File: src/rtl/i2cp_pkg.sv
package i2cp_pkg;

    localparam int DATA_W    = 8;
    localparam int PTR_W     = 7;
    localparam int DEV_W     = 7;
    localparam int SYNC_LEN  = 2;
    localparam logic [5:0] DEV_HI_DEFAULT = 6'b100000;

    typedef enum logic [3:0] {
        ST_IDLE,
        ST_ADDR,
        ST_ADDR_ACK,
        ST_PTR,
        ST_PTR_ACK,
        ST_WDATA,
        ST_WDATA_ACK,
        ST_RDATA,
        ST_RACK
    } eng_state_t;

    typedef struct packed {
        logic start;
        logic stop;
        logic rise;
        logic fall;
        logic sda;
    } bus_ev_t;

    // The top three slots hold individual, group-1 and group-2 addresses.
    function automatic logic [DATA_W-1:0] slot_reset(input int idx, input int nregs,
                                                     input logic strap);
        if (idx >= nregs - 3)
            return {1'b0, DEV_HI_DEFAULT, strap};
        return '0;
    endfunction

endpackage

File: src/rtl/i2cp_busmon.sv
module i2cp_busmon
    import i2cp_pkg::*;
#(
    parameter int STAGES = SYNC_LEN
) (
    input  logic    clk,
    input  logic    rst,
    input  logic    scl_i,
    input  logic    sda_i,
    output logic    scl_s,
    output bus_ev_t ev
);
    logic [STAGES-1:0] scl_pipe, sda_pipe;
    logic scl_q, sda_q, sda_s;

    always_ff @(posedge clk) begin
        if (rst) begin
            scl_pipe <= '1;
            sda_pipe <= '1;
            scl_q    <= 1'b1;
            sda_q    <= 1'b1;
        end else begin
            scl_pipe <= {scl_pipe[STAGES-2:0], scl_i};
            sda_pipe <= {sda_pipe[STAGES-2:0], sda_i};
            scl_q    <= scl_s;
            sda_q    <= sda_s;
        end
    end

    assign scl_s = scl_pipe[STAGES-1];
    assign sda_s = sda_pipe[STAGES-1];

    always_comb begin
        ev.start = scl_s & scl_q & sda_q & ~sda_s;
        ev.stop  = scl_s & scl_q & ~sda_q & sda_s;
        ev.rise  = scl_s & ~scl_q;
        ev.fall  = ~scl_s & scl_q;
        ev.sda   = sda_s;
    end

endmodule

File: src/rtl/i2cp_regbank.sv
module i2cp_regbank
    import i2cp_pkg::*;
#(
    parameter int DW = DATA_W,
    parameter int PW = PTR_W
) (
    input  logic          clk,
    input  logic          rst,
    input  logic          strap,
    input  logic          wr_en,
    input  logic [PW-1:0] wr_ptr,
    input  logic [DW-1:0] wr_data,
    input  logic [PW-1:0] rd_ptr,
    output logic [DW-1:0] rd_data,
    output logic [DEV_W-1:0] dev_ind,
    output logic [DEV_W-1:0] dev_g1,
    output logic [DEV_W-1:0] dev_g2
);
    localparam int NREGS = 1 << PW;
    localparam int SLOT_IND = NREGS - 3;
    localparam int SLOT_G1  = NREGS - 2;
    localparam int SLOT_G2  = NREGS - 1;

    logic [DW-1:0] mem [NREGS];

    always_ff @(posedge clk) begin
        if (rst) begin
            for (int i = 0; i < NREGS; i++)
                mem[i] <= DW'(slot_reset(i, NREGS, strap));
        end else if (wr_en) begin
            mem[wr_ptr] <= wr_data;
        end
    end

    assign rd_data = mem[rd_ptr];
    assign dev_ind = mem[SLOT_IND][DEV_W-1:0];
    assign dev_g1  = mem[SLOT_G1][DEV_W-1:0];
    assign dev_g2  = mem[SLOT_G2][DEV_W-1:0];

endmodule

File: src/rtl/i2cp_engine.sv
module i2cp_engine
    import i2cp_pkg::*;
#(
    parameter int DW = DATA_W,
    parameter int PW = PTR_W
) (
    input  logic             clk,
    input  logic             rst,
    input  bus_ev_t          ev,
    input  logic             scl_s,
    input  logic [DEV_W-1:0] dev_ind,
    input  logic [DEV_W-1:0] dev_g1,
    input  logic [DEV_W-1:0] dev_g2,
    input  logic [DW-1:0]    rd_data,
    output logic [PW-1:0]    ptr,
    output logic             wr_en,
    output logic [PW-1:0]    wr_ptr,
    output logic [DW-1:0]    wr_data,
    output logic             sda_oe
);
    localparam int CW = $clog2(DW + 1);
    localparam logic [CW-1:0] FULL = CW'(DW);

    eng_state_t    state;
    logic [CW-1:0] cnt;
    logic [DW-1:0] sh, tx;
    logic          inc, rd_dir, dormant, mack;

    logic [DEV_W-1:0] rx_dev;
    logic             rx_rd, hit_ind, hit_any;

    assign rx_dev  = sh[DW-1:1];
    assign rx_rd   = sh[0];
    assign hit_ind = (rx_dev == dev_ind);
    assign hit_any = hit_ind || (rx_dev == dev_g1) || (rx_dev == dev_g2);

    always_ff @(posedge clk) begin
        if (rst) begin
            state   <= ST_IDLE;
            cnt     <= '0;
            sh      <= '0;
            tx      <= '0;
            ptr     <= '0;
            inc     <= 1'b0;
            rd_dir  <= 1'b0;
            dormant <= 1'b0;
            mack    <= 1'b0;
            sda_oe  <= 1'b0;
            wr_en   <= 1'b0;
            wr_ptr  <= '0;
            wr_data <= '0;
        end else begin
            wr_en <= 1'b0;
            if (ev.stop) begin
                state   <= ST_IDLE;
                dormant <= 1'b0;
                sda_oe  <= 1'b0;
            end else if (ev.start && !dormant) begin
                state  <= ST_ADDR;
                cnt    <= '0;
                sda_oe <= 1'b0;
            end else if (!dormant) begin
                case (state)
                    ST_ADDR, ST_PTR, ST_WDATA: begin
                        if (ev.rise && cnt != FULL) begin
                            sh  <= {sh[DW-2:0], ev.sda};
                            cnt <= cnt + 1'b1;
                        end else if (ev.fall && cnt == FULL) begin
                            cnt <= '0;
                            if (state == ST_ADDR) begin
                                if (rx_rd) begin
                                    if (hit_ind) begin
                                        sda_oe <= 1'b1;
                                        rd_dir <= 1'b1;
                                        state  <= ST_ADDR_ACK;
                                    end else begin
                                        dormant <= 1'b1;
                                        state   <= ST_IDLE;
                                    end
                                end else if (hit_any) begin
                                    sda_oe <= 1'b1;
                                    rd_dir <= 1'b0;
                                    state  <= ST_ADDR_ACK;
                                end else begin
                                    state <= ST_IDLE;
                                end
                            end else if (state == ST_PTR) begin
                                ptr    <= sh[PW-1:0];
                                inc    <= sh[DW-1];
                                sda_oe <= 1'b1;
                                state  <= ST_PTR_ACK;
                            end else begin
                                wr_en   <= 1'b1;
                                wr_ptr  <= ptr;
                                wr_data <= sh;
                                if (inc) ptr <= ptr + 1'b1;
                                sda_oe  <= 1'b1;
                                state   <= ST_WDATA_ACK;
                            end
                        end
                    end
                    ST_ADDR_ACK: begin
                        if (ev.fall) begin
                            if (rd_dir) begin
                                tx     <= rd_data;
                                sda_oe <= ~rd_data[DW-1];
                                cnt    <= CW'(1);
                                state  <= ST_RDATA;
                            end else begin
                                sda_oe <= 1'b0;
                                state  <= ST_PTR;
                            end
                        end
                    end
                    ST_PTR_ACK, ST_WDATA_ACK: begin
                        if (ev.fall) begin
                            sda_oe <= 1'b0;
                            state  <= ST_WDATA;
                        end
                    end
                    ST_RDATA: begin
                        if (ev.fall) begin
                            if (cnt == FULL) begin
                                sda_oe <= 1'b0;
                                state  <= ST_RACK;
                            end else begin
                                sda_oe <= ~tx[DW-2];
                                tx     <= {tx[DW-2:0], 1'b0};
                                cnt    <= cnt + 1'b1;
                            end
                        end
                    end
                    ST_RACK: begin
                        if (ev.rise) begin
                            mack <= ~ev.sda;
                            if (inc) ptr <= ptr + 1'b1;
                        end else if (ev.fall) begin
                            if (mack) begin
                                tx     <= rd_data;
                                sda_oe <= ~rd_data[DW-1];
                                cnt    <= CW'(1);
                                state  <= ST_RDATA;
                            end else begin
                                state <= ST_IDLE;
                            end
                        end
                    end
                    default: state <= ST_IDLE;
                endcase
            end
        end
    end

    p_reset_release_r1: assert property (@(posedge clk) disable iff (rst)
        $past(rst) |-> !sda_oe);

    p_write_ack_r2: assert property (@(posedge clk) disable iff (rst)
        wr_en |-> sda_oe);

    p_dormant_quiet_r6: assert property (@(posedge clk) disable iff (rst)
        dormant |-> (!sda_oe && !wr_en));

    p_ptr_wrap_r7: assert property (@(posedge clk) disable iff (rst)
        (state == ST_RACK && ev.rise && inc && ptr == '1 && !ev.start && !ev.stop && !dormant)
        |=> ptr == '0);

    p_idle_release_r9: assert property (@(posedge clk) disable iff (rst)
        state == ST_IDLE |-> !sda_oe);

    p_sda_scl_low_r10: assert property (@(posedge clk) disable iff (rst)
        (sda_oe != $past(sda_oe)) && !$past(ev.start || ev.stop) |-> !scl_s);

endmodule

File: src/rtl/regport_i2c_slave.sv
module regport_i2c_slave
    import i2cp_pkg::*;
#(
    parameter int DW = DATA_W,
    parameter int PW = PTR_W
) (
    input  logic clk,
    input  logic rst,
    input  logic scl_i,
    input  logic sda_i,
    input  logic addr_strap,
    output logic sda_oe
);
    bus_ev_t          ev;
    logic             scl_s;
    logic [PW-1:0]    ptr, wr_ptr;
    logic [DW-1:0]    rd_data, wr_data;
    logic             wr_en;
    logic [DEV_W-1:0] dev_ind, dev_g1, dev_g2;

    i2cp_busmon #(.STAGES(SYNC_LEN)) u_mon (
        .clk   (clk),
        .rst   (rst),
        .scl_i (scl_i),
        .sda_i (sda_i),
        .scl_s (scl_s),
        .ev    (ev)
    );

    i2cp_regbank #(.DW(DW), .PW(PW)) u_bank (
        .clk     (clk),
        .rst     (rst),
        .strap   (addr_strap),
        .wr_en   (wr_en),
        .wr_ptr  (wr_ptr),
        .wr_data (wr_data),
        .rd_ptr  (ptr),
        .rd_data (rd_data),
        .dev_ind (dev_ind),
        .dev_g1  (dev_g1),
        .dev_g2  (dev_g2)
    );

    i2cp_engine #(.DW(DW), .PW(PW)) u_eng (
        .clk     (clk),
        .rst     (rst),
        .ev      (ev),
        .scl_s   (scl_s),
        .dev_ind (dev_ind),
        .dev_g1  (dev_g1),
        .dev_g2  (dev_g2),
        .rd_data (rd_data),
        .ptr     (ptr),
        .wr_en   (wr_en),
        .wr_ptr  (wr_ptr),
        .wr_data (wr_data),
        .sda_oe  (sda_oe)
    );

endmodule

File: config.mk
export PLATFORM = sky130hd
export DESIGN_NAME = regport_i2c_slave
export DESIGN_NICKNAME = d
export VERILOG_FILES = /design/src/rtl/i2cp_pkg.sv /design/src/rtl/i2cp_busmon.sv /design/src/rtl/i2cp_regbank.sv /design/src/rtl/i2cp_engine.sv /design/src/rtl/regport_i2c_slave.sv
export SDC_FILE = /design/constraint.sdc
export NUM_CORES = 2
export LEC_CHECK = 0
export BUFFER_PORTS_ARGS = -buffer_cell sky130_fd_sc_hd__buf_2
export CORE_MARGIN = 1
export CORE_UTILIZATION = 69
export CTS_CLUSTER_DIAMETER = 30
export CTS_CLUSTER_SIZE = 24
export DETAILED_ROUTE_END_ITERATION = 12
export PLACE_DENSITY = 0.87
export SYNTH_ARGS = -nofsm -noshare
export SYNTH_HDL_FRONTEND = slang
export SYNTH_SLANG_ARGS = --single-unit
File: constraint.sdc
create_clock -name clk -period 6.1 [get_ports clk]
set_input_delay 0.61 -clock clk [delete_from_list [all_inputs] [get_ports clk]]
set_output_delay 0.61 -clock clk [all_outputs]
set_load 0.05 [all_outputs]
# After elaboration in Yosys (flattened, before gate mapping)
# Memory sizes are Yosys's and may differ from the RTL's. A register that Yosys moved wholly into a read port is not among the register bits.
# Cells that the tools add are included.
# Widths: inputs -> output; s select.
dict set report totals {
  rom_bits 0
  latch_bits 0
  ff_bits 57
  out_inout_bits 1
  mem_bits_rw 1024
  input_bits 5
  n_memories 1
}
# name depth word_bits read_ports rd_ports_with_merged_regs wr line
set mem_list {}
lappend mem_list {u_bank.mem 128 8 4 1 128 i2cp_regbank.sv:24} ;# logic [DW-1:0] mem [NREGS];
dict set report op_classes {
  muxes 83
  bitwise 21
  n_shift 0
  n_lt_le_gt_ge 0
  add_sub_neg 2
  n_reduce_logical 28
  n_div 0
  mul 0
  n_eq_ne 42
}
# cell n
set ops {}
lappend ops {{$mux 7} 17}
lappend ops {{$mux 4} 21}
lappend ops {{$mux 1} 33}
lappend ops {{$reduce_and 9->1} 3}
lappend ops {{$ne 3x1->1 const B} 8}
lappend ops {{$reduce_and 8->1} 3}
lappend ops {{$reduce_and 11->1} 2}
lappend ops {{$eq 7x7->1} 3}
lappend ops {{$pmux 7 s3} 1}
lappend ops {{$pmux 4 s5} 1}
lappend ops {{$ne 2x1->1 const B} 9}
lappend ops {{$eq 4x3->1 const B} 4}
lappend ops {{$mux 8} 2}
lappend ops {{$pmux 4 s4} 1}
lappend ops {{$reduce_or 8->1} 2}
lappend ops {{$not 1->1} 14}
lappend ops {{$pmux 7 s2} 1}
lappend ops {{$ne 2x2->1 const B} 6}
lappend ops {{$reduce_and 12->1} 1}
lappend ops {{$reduce_and 5->1} 2}
lappend ops {{$reduce_bool 5->1} 2}
lappend ops {{$eq 4x2->1 const B} 2}
lappend ops {{$eq 4x4->1 const B} 2}
lappend ops {{$ne 4x4->1 const B} 2}
lappend ops {{18 further kinds} 34}

# Longest topological paths before layout
# An unclocked memory read counts as a cell.
dict set report logic_depth {
  word_depth 12
  ltp_mapped 11
}

# Cells and area by module
# From an unflattened synthesis, not the netlist that was laid out.
dict set report unflattened {
  cells_unflattened 3298
  hier_area_um2 50574.8
}
# module seq_area_each_um2 instances cells_per_inst area_per_inst_um2
set modules_own_cells {}
lappend modules_own_cells {i2cp_regbank 30749.5 1 2934 47410.5}
lappend modules_own_cells {i2cp_engine 1021.0 1 347 2966.6}
lappend modules_own_cells {i2cp_busmon 120.1 1 17 197.7}

# Worst setup path after synthesis
# OpenSTA, ideal clock, no wires.
dict set report synth_timing {
  path_kind {register to register}
  startpoint {register with a tool-made name}
  endpoint {register u_eng.tx[2]}
  stages_incl_launch_ff 10
  required_ns 5.979
  synth_period_minus_slack_ns 2.211
  arrival_time_ns 2.090
  setup_time_ns 0.121
  setup_slack_ns 3.889
  path_cell_list {dfxtp_1 -> buf_6 -> buf_6 -> buf_2 -> mux4_2 -> a22oi_1 -> a21oi_1 -> a31oi_1 -> a21oi_1 -> a2bb2o_1}
}
# item line
set synth_lines {}
lappend synth_lines {{end signal: assignment} i2cp_engine.sv:105} ;# tx <= rd_data;
lappend synth_lines {{end signal: assignment} i2cp_engine.sv:128} ;# tx <= {tx[DW-2:0], 1'b0};
lappend synth_lines {{end signal: assignment} i2cp_engine.sv:139} ;# tx <= rd_data;
lappend synth_lines {{end: declaration} i2cp_engine.sv:26} ;# logic [DW-1:0] sh, tx;

==> results.yml <==
worst_setup_path:
  r2r_cells: 7
  arrival_ps: 4500
  required_ps: 6700
  worstSetupStartpointType: "flip-flop"
  critPathMaxFanout: 35
  crit_type: "reg2reg"
  cp-end-kind: "flip-flop"
clock_tree:
  cts_resized: 0
  cts_buffers: 176
  cts_root_buffer: "clkbuf_16"
  cts_buffer_depth: 3
  clk_latency_ps: 780
  clock_sinks: 1088
  htreeDepth: 4
  cts_tree: "built"
  clk_pin_slew_ps: 50
die:
  die_h_um: 273
  initial_core_util: 0.696
  io_pins: 6
  fp-row-count: 99
  die_w_um: 273
  core_area_um2: 72800
  fp.dieArea_um2: 74600
timing:
  worst_clock_skew_ps: 36.7
  tightest_slew_ps: 1540
  report.final.slew_viol_count: 8
  fin_setup_tns_ps: 0
  rsz0062_at_grt: "false"
  maxSlewHeadroom: -0.0301
  setup_viol: 0
  hold_viol_final: 0
  period_needed_ps: 3900
  fmax_ghz: 0.256
  period_share: 0.640
placement:
  place_hpwl_um: 82400
  place_congestion: 0.952
  placement.io_buffers: 5
global_routing:
  grt_use_total: 0.393
  grt_pass1_wl_um: 212000
  grt_max_degree: 87
  overflow: 0
  antenna_found_initial: 1
  grt_pass1_vias: 32500
routing:
  wirelength_um: 143000
  drc: 0
  wl_per_cell_um: 30.9
  drtIter0Drc: 5551
  vias: 32900
  ant_nets: 0
  avgViaCountPerCell: 7.12
  first_pass_iters: 7
yosys:
  synth_seq_cells: 1088
  avgSynthCellArea_um2: 14.3
  synth_cell_types: 74
  ys_top_cells_by_area: "edfxtp_1 (61%), and2_1 (13%), mux4_2 (10%), dfxtp_1 (2.5%), or2_2 (1.7%)"
  synth_fp_nets: 3545
  synth_top_area_frac: 0.606
  syn-cell-area_um2: 50700
  synth_cells: 3537
  yosysWarnings: 0
  async_flop_share: 0
  synth_most_common_cell: "edfxtp_1"
  seq_area_frac_synth: 0.632
  synthFlopType: "edfxtp_1"
  synth_edf_count: 1024
  ys_top_cells_by_count: "edfxtp_1 (1,024), and2_1 (1,021), mux4_2 (235), clkbuf_1 (186), nor2_1 (181)"
  synth_top_area_cell: "edfxtp_1"
layout:
  drive_gt1_frac: 0.206
  layout.nets: 3513
  post-route-util: 0.786
  syn_to_final_growth_pct: 12.8
pwr:
  pwr_density_cell_nw_per_um2: 336
  power_mw: 19.2
  ir_drop_uv: 374
  p_leak_nw: 20.1
run:
  drv_cap: 1
outcome:
  outcome: "complete, but fails checks"
  violations: "max-capacitance violations, max-slew violations"
worst_hold_path:
  worstHoldPathType: "in2reg"
  worstHoldPathCells: 2
  hp-start: "sda_i"
## per-stage QoR
stage | hold slack (ps) | setup slack (ps) | cells | cell area, µm²
finish | 38.1 | 2200 | 4618 | 57200
global route | 53.4 | 2000 | 4616 | 57200
CTS | 16.4 | 2370 | 4615 | 57200
detailed placement | 396 | 2470 | 4285 | 51100
global placement | 394 | 2540 | 4285 | 51100
floorplan | 389 | 3890 | 3537 | 50700
## metal layers
metal  wire length, µm  track usage
met1             46700        0.505
met2             66800        0.605
met3             20200        0.115
met4              9160        0.221
met5                 0            0
## cells by family (layout without fill, tap and decap cells)
family                     count (synthesis)  count (layout)  synth area share
AOI/OAI and AO/OA                        279             279            0.0384
xor gates and xnor gates                  23              23           0.00397
adders and majority gates                  3               3          0.000740
buffers and inverters                    270             389            0.0264
DFF                                     1088            1088             0.632
muxes                                    315             315             0.121
other                                      0               3                 0
and+or+nand+nor                         1559            1559             0.178
## path summary, 6_finish.rpt
| path | end | slack (ps) |
|---|---|---|
| setup / recovery | u_eng.sda_oe | 2200 |
| hold / removal | u_mon.sda_pipe[0] | 40 |
| setup reg to reg | u_eng.sda_oe | 2200 |
| hold reg to reg | u_mon.scl_pipe[1] | 410 |
## placed cells by master (no fill, tap or decap), types with 22 or more instances in the layout
cell type  count
bufinv_16     25
o21ai_0       25
mux4_2       235
nand2_1      103
nor2_1       180
clkinv_4      22
and2_1      1021
clkbuf_16    176
edfxtp_1    1024
buf_4         35
o22ai_1       23
nand3_1       29
inv_6         27
a22oi_1       40
mux2i_1       71
a21oi_1       58
dfxtp_1       53
clkinv_2      22
or2_2        135
## sequential cells by signal (all words and copies together), names as in the netlist, 2 cells and up, named ones only
signal          cells
u_mon.sda_pipe      2
u_eng.sh            8
u_eng.cnt           4
u_bank.mem       1024
u_eng.state         4
u_eng.tx            7
u_eng.wr_ptr        7
u_mon.scl_pipe      2
u_eng.ptr           7
u_eng.wr_data       8
## power by group
group	total (mW)	switching [mW]	internal, mW	leakage, nW
Combinational	0.428	0.280	0.147	6.09
Clock	10.3	3.85	6.45	2.94
Sequential	8.50	0.117	8.38	11.1
Total	19.2	4.24	15.0	20.1
## final cells by class
| cell class | instances | area [µm²] |
|---|---|---|
| clock buffer | 197 | 4480 |
| multi-input combinational | 2179 | 17400 |
| timing repair buffer | 46 | 413 |
| inverter | 14 | 52.6 |
| fill | 3518 | 15600 |
| clock inverter | 132 | 1610 |
| sequential | 1088 | 32100 |
| antenna | 3 | 7.51 |
| tap | 959 | 1200 |
## worst max-delay path, cell delays in order (launching register included)
cell	delay [ps]
dfxtp_4	620
buf_4	610
and2_1	610
a221oi_1	160
o311ai_0	890
a311oi_1	260
a221oi_1	400
a211oi_1	150
## timing repair
action | in CTS | in global routing
setup buffers | 0 | 0
hold endpoints to repair | 1 | 0
hold buffers | 1 | 0
Power figures use the tool's default switching activity.
